--- config.mk ---
export PLATFORM = sky130hd
export DESIGN_NAME = tonedet
export DESIGN_NICKNAME = d
export VERILOG_FILES = /design/src/rtl/tonedet_pkg.sv /design/src/rtl/tonedet_edge.sv /design/src/rtl/tonedet_meter.sv /design/src/rtl/tonedet_integ.sv /design/src/rtl/tonedet.sv
export SDC_FILE = /design/constraint.sdc
export NUM_CORES = 1
export LEC_CHECK = 0
export ABC_CLOCK_PERIOD_IN_PS = 8500
export BUFFER_PORTS_ARGS = -buffer_cell sky130_fd_sc_hd__buf_2
export CORE_ASPECT_RATIO = 1.4
export CORE_MARGIN = 10
export CORE_UTILIZATION = 60
export DETAILED_ROUTE_END_ITERATION = 8
export PLACE_DENSITY = 0.81
export RECOVER_POWER = 100
export SKIP_LAST_GASP = 1
export SLEW_MARGIN = 20
export SYNTH_ARGS = -nofsm -noshare
export SYNTH_HDL_FRONTEND = slang
export SYNTH_SLANG_ARGS = --single-unit
--- constraint.sdc ---
create_clock -name clk -period 8.5 [get_ports clk]
set_input_delay 2.125 -clock clk [delete_from_list [all_inputs] [get_ports clk]]
set_output_delay 2.125 -clock clk [all_outputs]
set_load 0.02 [all_outputs]
--- src/rtl/tonedet_pkg.sv ---
package tonedet_pkg;

  localparam int NUM_TONES      = 39;
  localparam int PER_W          = 16;
  localparam int LONGEST_PERIOD = 14925;

  // Period of each tone in 1 us ticks, round(1e6 / f), ascending frequency.
  function automatic logic [PER_W-1:0] tone_period(input int idx);
    case (idx)
      0:  tone_period = 16'd14925; // 67.0
      1:  tone_period = 16'd14430; // 69.3
      2:  tone_period = 16'd13908; // 71.9
      3:  tone_period = 16'd13441; // 74.4
      4:  tone_period = 16'd12987; // 77.0
      5:  tone_period = 16'd12547; // 79.7
      6:  tone_period = 16'd12121; // 82.5
      7:  tone_period = 16'd11710; // 85.4
      8:  tone_period = 16'd11299; // 88.5
      9:  tone_period = 16'd10929; // 91.5
      10: tone_period = 16'd10549; // 94.8
      11: tone_period = 16'd10267; // 97.4
      12: tone_period = 16'd10000; // 100.0
      13: tone_period = 16'd9662;  // 103.5
      14: tone_period = 16'd9328;  // 107.2
      15: tone_period = 16'd9017;  // 110.9
      16: tone_period = 16'd8711;  // 114.8
      17: tone_period = 16'd8418;  // 118.8
      18: tone_period = 16'd8130;  // 123.0
      19: tone_period = 16'd7855;  // 127.3
      20: tone_period = 16'd7587;  // 131.8
      21: tone_period = 16'd7326;  // 136.5
      22: tone_period = 16'd7077;  // 141.3
      23: tone_period = 16'd6840;  // 146.2
      24: tone_period = 16'd6605;  // 151.4
      25: tone_period = 16'd6382;  // 156.7
      26: tone_period = 16'd6165;  // 162.2
      27: tone_period = 16'd5956;  // 167.9
      28: tone_period = 16'd5754;  // 173.8
      29: tone_period = 16'd5559;  // 179.9
      30: tone_period = 16'd5371;  // 186.2
      31: tone_period = 16'd5187;  // 192.8
      32: tone_period = 16'd4914;  // 203.5
      33: tone_period = 16'd4746;  // 210.7
      34: tone_period = 16'd4585;  // 218.1
      35: tone_period = 16'd4431;  // 225.7
      36: tone_period = 16'd4281;  // 233.6
      37: tone_period = 16'd4136;  // 241.8
      38: tone_period = 16'd3995;  // 250.3
      default: tone_period = '0;
    endcase
  endfunction

endpackage

--- src/rtl/tonedet_edge.sv ---
// Synchronises the sliced tone input and flags rising edges on tick cycles.
module tonedet_edge #(
  parameter int STAGES = 2
) (
  input  logic clk,
  input  logic rst,
  input  logic tick_en_i,
  input  logic din_i,
  output logic rise_o
);

  logic [STAGES-1:0] sync_q;
  logic              prev_q;

  always_ff @(posedge clk) begin
    if (rst) begin
      sync_q <= '0;
      prev_q <= 1'b0;
    end else begin
      sync_q <= {sync_q[STAGES-2:0], din_i};
      if (tick_en_i) prev_q <= sync_q[STAGES-1];
    end
  end

  assign rise_o = tick_en_i & sync_q[STAGES-1] & ~prev_q;

endmodule

--- src/rtl/tonedet_meter.sv ---
// Counts ticks between rising edges and classifies each period against a window.
module tonedet_meter #(
  parameter int PER_W         = 16,
  parameter int TIMEOUT_TICKS = 29850
) (
  input  logic             clk,
  input  logic             clr_i,
  input  logic             tick_en_i,
  input  logic             rise_i,
  input  logic [PER_W-1:0] win_lo_i,
  input  logic [PER_W-1:0] win_hi_i,
  output logic             evt_v_o,
  output logic             evt_hit_o
);

  localparam int CNT_W = $clog2(TIMEOUT_TICKS + 1);

  logic [CNT_W-1:0] cnt_q;
  logic             armed_q;
  logic             in_win;
  logic             expired;

  assign in_win  = (int'(cnt_q) >= int'(win_lo_i)) && (int'(cnt_q) <= int'(win_hi_i));
  assign expired = int'(cnt_q) >= TIMEOUT_TICKS;

  always_ff @(posedge clk) begin
    if (clr_i) begin
      cnt_q     <= CNT_W'(1);
      armed_q   <= 1'b0;
      evt_v_o   <= 1'b0;
      evt_hit_o <= 1'b0;
    end else begin
      evt_v_o <= 1'b0;
      if (tick_en_i) begin
        if (rise_i) begin
          cnt_q   <= CNT_W'(1);
          armed_q <= 1'b1;
          if (armed_q) begin
            evt_v_o   <= 1'b1;
            evt_hit_o <= in_win;
          end
        end else if (expired) begin
          cnt_q     <= CNT_W'(1);
          armed_q   <= 1'b0;
          evt_v_o   <= 1'b1;
          evt_hit_o <= 1'b0;
        end else begin
          cnt_q <= cnt_q + CNT_W'(1);
        end
      end
    end
  end

endmodule

--- src/rtl/tonedet_integ.sv ---
// Saturating up/down integrator with a two-threshold (hysteresis) decision.
module tonedet_integ #(
  parameter int INT_MAX = 24,
  parameter int LVL_W   = $clog2(INT_MAX + 1)
) (
  input  logic             clk,
  input  logic             clr_i,
  input  logic             evt_v_i,
  input  logic             evt_hit_i,
  output logic [LVL_W-1:0] lvl_o,
  output logic             dec_n_o
);

  localparam int HI = (2 * INT_MAX) / 3;
  localparam int LO = INT_MAX / 3;

  logic [LVL_W-1:0] nxt;

  always_comb begin
    nxt = lvl_o;
    if (evt_hit_i) begin
      if (int'(lvl_o) < INT_MAX) nxt = lvl_o + LVL_W'(1);
    end else begin
      if (lvl_o != '0) nxt = lvl_o - LVL_W'(1);
    end
  end

  always_ff @(posedge clk) begin
    if (clr_i) begin
      lvl_o   <= '0;
      dec_n_o <= 1'b1;
    end else if (evt_v_i) begin
      lvl_o <= nxt;
      if (dec_n_o) dec_n_o <= !(int'(nxt) >= HI);
      else         dec_n_o <= (int'(nxt) <= LO);
    end
  end

endmodule

--- src/rtl/tonedet.sv ---
module tonedet
  import tonedet_pkg::*;
#(
  parameter int CODE_W        = 6,
  parameter int INT_MAX       = 24,
  parameter int TIMEOUT_TICKS = 2 * LONGEST_PERIOD,
  parameter int TOL_DIV       = 50,
  parameter int SYNC_STAGES   = 2
) (
  input  logic              clk,
  input  logic              rst,
  input  logic              tick_en_i,
  input  logic              tone_in_i,
  input  logic              rx_mode_i,
  input  logic              ptl_i,
  input  logic [CODE_W-1:0] code_i,
  output logic              tone_flag_o,
  output logic              decode_n_o,
  output logic              audio_gate_o
);

  localparam int LVL_W = $clog2(INT_MAX + 1);

  logic [CODE_W-1:0] code_q;
  logic              notone;
  logic              code_chg;
  logic              clr;
  logic [PER_W-1:0]  exp_q;
  logic [PER_W-1:0]  win_lo_q;
  logic [PER_W-1:0]  win_hi_q;
  logic              rise;
  logic              evt_v;
  logic              evt_hit;
  logic [LVL_W-1:0]  lvl_w;

  assign notone   = int'(code_i) >= NUM_TONES;
  assign code_chg = code_i != code_q;
  assign clr      = rst | code_chg | ~rx_mode_i | notone;

  always_ff @(posedge clk) begin
    code_q <= code_i;
  end

  // Tone ROM and acceptance window, registered so the divide stays off the edge path.
  always_ff @(posedge clk) begin
    exp_q    <= tone_period(int'(code_i));
    win_lo_q <= PER_W'(int'(exp_q) - int'(exp_q) / TOL_DIV);
    win_hi_q <= PER_W'(int'(exp_q) + int'(exp_q) / TOL_DIV);
  end

  tonedet_edge #(.STAGES(SYNC_STAGES)) u_edge (
    .clk       (clk),
    .rst       (rst),
    .tick_en_i (tick_en_i),
    .din_i     (tone_in_i),
    .rise_o    (rise)
  );

  tonedet_meter #(.PER_W(PER_W), .TIMEOUT_TICKS(TIMEOUT_TICKS)) u_meter (
    .clk       (clk),
    .clr_i     (clr),
    .tick_en_i (tick_en_i),
    .rise_i    (rise),
    .win_lo_i  (win_lo_q),
    .win_hi_i  (win_hi_q),
    .evt_v_o   (evt_v),
    .evt_hit_o (evt_hit)
  );

  tonedet_integ #(.INT_MAX(INT_MAX), .LVL_W(LVL_W)) u_integ (
    .clk       (clk),
    .clr_i     (clr),
    .evt_v_i   (evt_v),
    .evt_hit_i (evt_hit),
    .lvl_o     (lvl_w),
    .dec_n_o   (decode_n_o)
  );

  always_ff @(posedge clk) begin
    if (clr)        tone_flag_o <= 1'b0;
    else if (evt_v) tone_flag_o <= evt_hit;
  end

  always_ff @(posedge clk) begin
    if (rst) audio_gate_o <= 1'b0;
    else     audio_gate_o <= rx_mode_i & (~decode_n_o | ptl_i | notone);
  end

endmodule

Word level (Yosys, flattened, before mapping). Memories as Yosys holds them, arrays and structs flattened. A register that Yosys moved wholly into a read port is not among the register bits. Cells that the tools add are included.

Output and inout port bits: 3. Input port bits: 12. Word-level logic and storage cells: 62. Flip-flop bits (word level): 83. Bits in read-only memories: 896. Memories kept: 1.

Memories: (name not given) (words 64, bits a word 14, rd ports 1, clocked after Yosys merged registers in 1, write ports 0, line tonedet_pkg.sv:9) `case (idx)`.

Mux-type cells: 13. Reductions and logical operators: 7. Bitwise operators: 12. Equality and inequality tests: 2. Add/sub/neg operators: 5. $lt $le $gt $ge: 7. Divide/modulo/power cells: 1.

Operator list (count): 17-bit by 7-bit divider with 32-bit output (second input constant) (1); 15-bit 2-to-1 mux (2); 16-bit adder (1); 15-bit by 16-bit >= comparator with 1-bit output (1); 15-bit by 16-bit less-or-equal comparator with 1-bit output (1); 16-bit subtractor (1); 15-bit by 1-bit adder with 15-bit output (second input constant) (1); 15-bit >= comparator (second input constant) (1); 5-bit 2-to-1 mux (3); 1-bit 2-to-1 mux (8); 6-bit >= comparator (second input constant) (1); 6-bit != test (1); 5-bit by 1-bit adder with 5-bit output (second input constant) (1); 5-bit >= comparator (second input constant) (1); 5-bit by 4-bit less-or-equal comparator with 1-bit output (second input constant) (1); 5-bit < comparator (second input constant) (1); 1-bit bitwise OR (5); 5-bit nonzero test (1); 5-bit by 1-bit subtractor with 5-bit output (second input constant) (1); 1-bit inverter (4); 1-bit bitwise AND (3); 3-bit AND reduction (1); 2-bit by 1-bit != test with 1-bit output (second input constant) (1); 2-bit AND reduction (1); other kinds (4) (4).

Longest topological paths before layout.
Depth after elaboration: 6. Mapped depth: 40. Mapped depth without buffers: 39.

By module. A second synthesis with hierarchy kept.

Cells, all modules: 875. Area total of the unflattened synthesis: 7001.7 um2.

Modules (own cells, without submodules): tonedet (times used 1, seq. area each 1041.0 um2, area an instance 4719.5 um2, cells an instance 605); tonedet_meter (times used 1, seq. area each 360.3 um2, area an instance 1684.1 um2, cells an instance 198); tonedet_integ (times used 1, seq. area each 120.1 um2, area an instance 503.0 um2, cells an instance 63); tonedet_edge (times used 1, seq. area each 60.1 um2, area an instance 95.1 um2, cells an instance 9).

Worst setup path after synthesis. No wires, ideal clock.

Kind: register to register. Start: register exp_q[10]. End: register win_hi_q[12]. Path slack: 773 ps. Clock period less this slack: 7727 ps. Data required time: 8426 ps. Buffers on the path: 1. Library setup time: 74 ps. Arrival: 7654 ps. Cell stages (with the launch flop): 39. Cells stage by stage: dfxtp_1 -> clkbuf_1 -> or3_1 -> and2_1 -> ha_1 -> nand2b_1 -> o21ai_0 -> a211o_2 -> xor2_2 -> nand3_2 -> o21ai_2 -> inv_2 -> a221o_1 -> a2111oi_2 -> a22oi_2 -> nand2_4 -> inv_4 -> o211ai_4 -> [... 3 more ...] -> or2_4 -> a221o_1 -> a31o_1 -> a221o_1 -> a2111oi_0 -> a41oi_1 -> ha_1 -> fa_1 -> a21oi_1 -> nor2_1 -> nor2_1 -> o21bai_1 -> a21oi_1 -> o21bai_1 -> a21oi_1 -> nor2b_1 -> o2111ai_1 -> xnor2_1.

Longest elaborated chain between the ends: 2.

Ends and longest elaborated chain: from (decl) (line tonedet.sv:28) `logic [PER_W-1:0] exp_q;`; 17-bit by 7-bit divider with 32-bit output (line tonedet.sv:48) `win_hi_q <= PER_W'(int'(exp_q) + int'(exp_q) / TOL_DIV);`; 16-bit adder * (line tonedet.sv:48); to (signal assigned) (line tonedet.sv:48); to (decl) (line tonedet.sv:30) `logic [PER_W-1:0] win_hi_q;`.

Every way passes the cells marked *; elsewhere a longest branch is shown, timed or not. A chain may end at the register's enable or synchronous reset.

Final worst setup path. Same ends and word-level chain as after synthesis.

==> out/qor.txt <==
critical path required time: 8750 ps
r2r setup slk: 400 ps
Synth Area in Simple Gates: 20.6%
mean post-synth cell area: 8.00 um2
Largest stage delay, worst path: 480 ps
detailed-routing iteration count for the pre-antenna-repair pass: 5
crit-path max FO: 7
Most used DFF post-synth: dfxtp_1
Antenna Cells: 0
GPL Wtd Cong: 0.935
run status: finished with violations
DR vias/cell: 6.13
RR Endpoint: win_hi_q[12]
num rows: 44
Most common cell on crit path: a21oi_2
Nets: 877
die height: 142 um
layout cell share with drive strength beyond 1: 10.8%
most common cell in the netlist: dfxtp_1
Clock Sinks: 79
die area: 15,200 um2
IO buf count: 14
largest cells by area after synthesis: dfxtp_1 (25%), ha_1 (12%), xnor2_1 (4.7%)
slowest CP cell: a2111o_1
cts bufs inserted: 9
M2 GR Usage: 35.4%
Mapped Area: 6390 um2
failing checks: max-capacitance violations, max-slew violations
# IOs: 15
post-synthesis compound-gate area fraction: 25.1%
Seq cells post-synth: 79
setup TNS: 0 ps
MaxCap Viol Count: 1
hpwl dp: 10,800 um
fin. max-slew vios: 45
largest family of logic cells by synthesized area: compound AO/OA/AOI/OAI gates
Die X: 107 um
Min-Delay Path Class: flop to flop
H-Tree Depth: 3
1st-iter DRT viols: 375
Buf+Inv Stages, Crit Path: 2
wire length per cell: 15.7 um
clk slew on worst S/H paths: 60 ps
GR Util met1: 20.3%
worst hold stages: 1
xor/xnor share of the synthesized area: 8.85%
CP Capture Type: flop
core area: 10,400 um2
Synth Instances: 799
# DRC: 0
Post-DRT Antenna Nets: 0
Critical R2R Launch: exp_q[10]
overall routed net length: 14,800 um
VDD IR max: 0.216 mV
GRT busiest layer: met2
Setup Crit Path Kind: flop to flop
total global routing overflow: 0
Post-synth EDFFs: 0
area leader, netlist: dfxtp_1
met3 usage in global routing: 2.45%
Initial Util: 61.4%
Post-synth top cells: dfxtp_1 (79), nor2_1 (73), nand2_1 (64)
Clock Latency Late Sink: 330 ps
total number of vias: 5,806
Rel. slew slack: -14.5%
CTS tree: yes
initial antenna violation count: 0
top cell family by delay on the critical path: compound AO/OA/AOI/OAI gates
Leak: 2.95 nW
largest net degree at the start of global routing: 45
cell area after layout: 7020 um2
crit share post-route: 95.3%
cell area after placement: 6570 um2
Worst Tran Pin Value: 1720 ps
final setup violation count: 0
WHS Endpoint: u_edge.sync_q[1]
Final Instance Count excl. Fillers: 947
first-pass GRT wire length: 24,700 um
PwrDens: 323 nW/um2
sequential share of the synthesized area: 24.8%
CTS max path bufs: 2
area grow syn2layout: 9.83%
Fin Clk Skew: 5.81 ps
synth unique cells: 97
cts hold-fix bufs: 0
worst r2r path cells: 36
Ys Warns: 0
post-synth top area share: 24.8%
hold_sp: u_edge.sync_q[0]
vias in the first global route: 5,582
final worst path period need: 8100 ps
Synth Area in Adders: 12.5%
multiplexer share of the synthesized area: 2.57%
final hold viol count: 0
Post-synth ARST share: 0%
Synthesized Nets: 872
FMAX: 0.123 GHz
GRT Util Overall: 19.1%
CP Data Arrival Time: 8360 ps
critical path launch point type: flop
clk root buf: clkbuf_16
Placed Cells incl. Taps: 926
logic make-up after synthesis:
kind of cell / count (synthesis)
xor gates and xnor gates: 62
buffers and inverters: 94
DFF: 79
AOI/OAI and AO/OA: 222
and+or+nand+nor: 265
adders and majority gates: 63
muxes: 14
timing repair:
| action | 4_1_cts | 5_1_grt |
|---|---|---|
| resized for setup | 0 | 22 |
| buffers inserted | 0 | 5 |
| endpoints found under the setup margin | 0 | 15 |
power breakdown:
| group | internal [mW] | switching, mW | leakage, nW |
|---|---|---|---|
| Combinational | 0.607 | 0.803 | 2.16 |
| Clock | 0.229 | 0.144 | 0.135 |
| Sequential | 0.450 | 0.0331 | 0.654 |
| Total | 1.29 | 0.981 | 2.95 |
registers in the layout (all words and copies together), names as in the netlist:
signal and cells:
tone_flag_o 1, u_edge.sync_q 2, exp_q 14, u_meter.evt_v_o 1, u_integ.dec_n_o 1, u_meter.armed_q 1, code_q 6, u_edge.prev_q 1
win_hi_q 14, u_meter.cnt_q 15, audio_gate_o 1, win_lo_q 16, u_integ.lvl_o 5, u_meter.evt_hit_o 1
worst max-delay path by stage:
stage / slack [ps] / to / cells after the start / start
detailed placement: 210 / win_hi_q[12] / 37 / exp_q[10]
CTS: 140 / win_hi_q[12] / 37 / exp_q[10]
global route: -80 / win_hi_q[12] / 38 / exp_q[10]
floorplan: 770 / win_hi_q[12] / 38 / exp_q[10]
global placement: 540 / win_hi_q[12] / 37 / exp_q[10]
finish: 400 / win_hi_q[12] / 36 / exp_q[10]
per-layer routing:
metal	wire [um]	vias up
met5	0	-
met4	575	0
met3	500	47
met2	7830	151
met1	5940	2737
li1	-	2871
per-stage QoR:
step	utilization, %	hold slack, ps	power, mW	setup slack, ps
floorplan	-	414	1.53	773
global placement	63.1	427	1.72	541
detailed placement	63.1	457	1.78	210
CTS	66.0	465	2.17	136
global route	67.4	473	2.46	-79.8
finish	67.4	460	2.27	397
final cells by class:
type	count	area, um2
timing repair buffer	29	165
clock inverter	6	70.1
inverter	59	226
multi-input combinational	626	4570
fill	868	3390
tap	138	173
sequential	79	1580
clock buffer	10	229
layout by cell type (no fill, tap or decap), types with 14 or more instances in the layout:
cell type and instances:
nor2b_1 15, o21ai_0 38, a21o_1 16, dfxtp_1 79
nand2b_1 14, inv_1 55, ha_1 59, nand2_1 64
nor2_1 73, a21oi_1 47, nand3_1 21, buf_4 14
xnor2_1 33, xor2_1 25, nor3_1 19
Power figures use the tool's default switching activity.
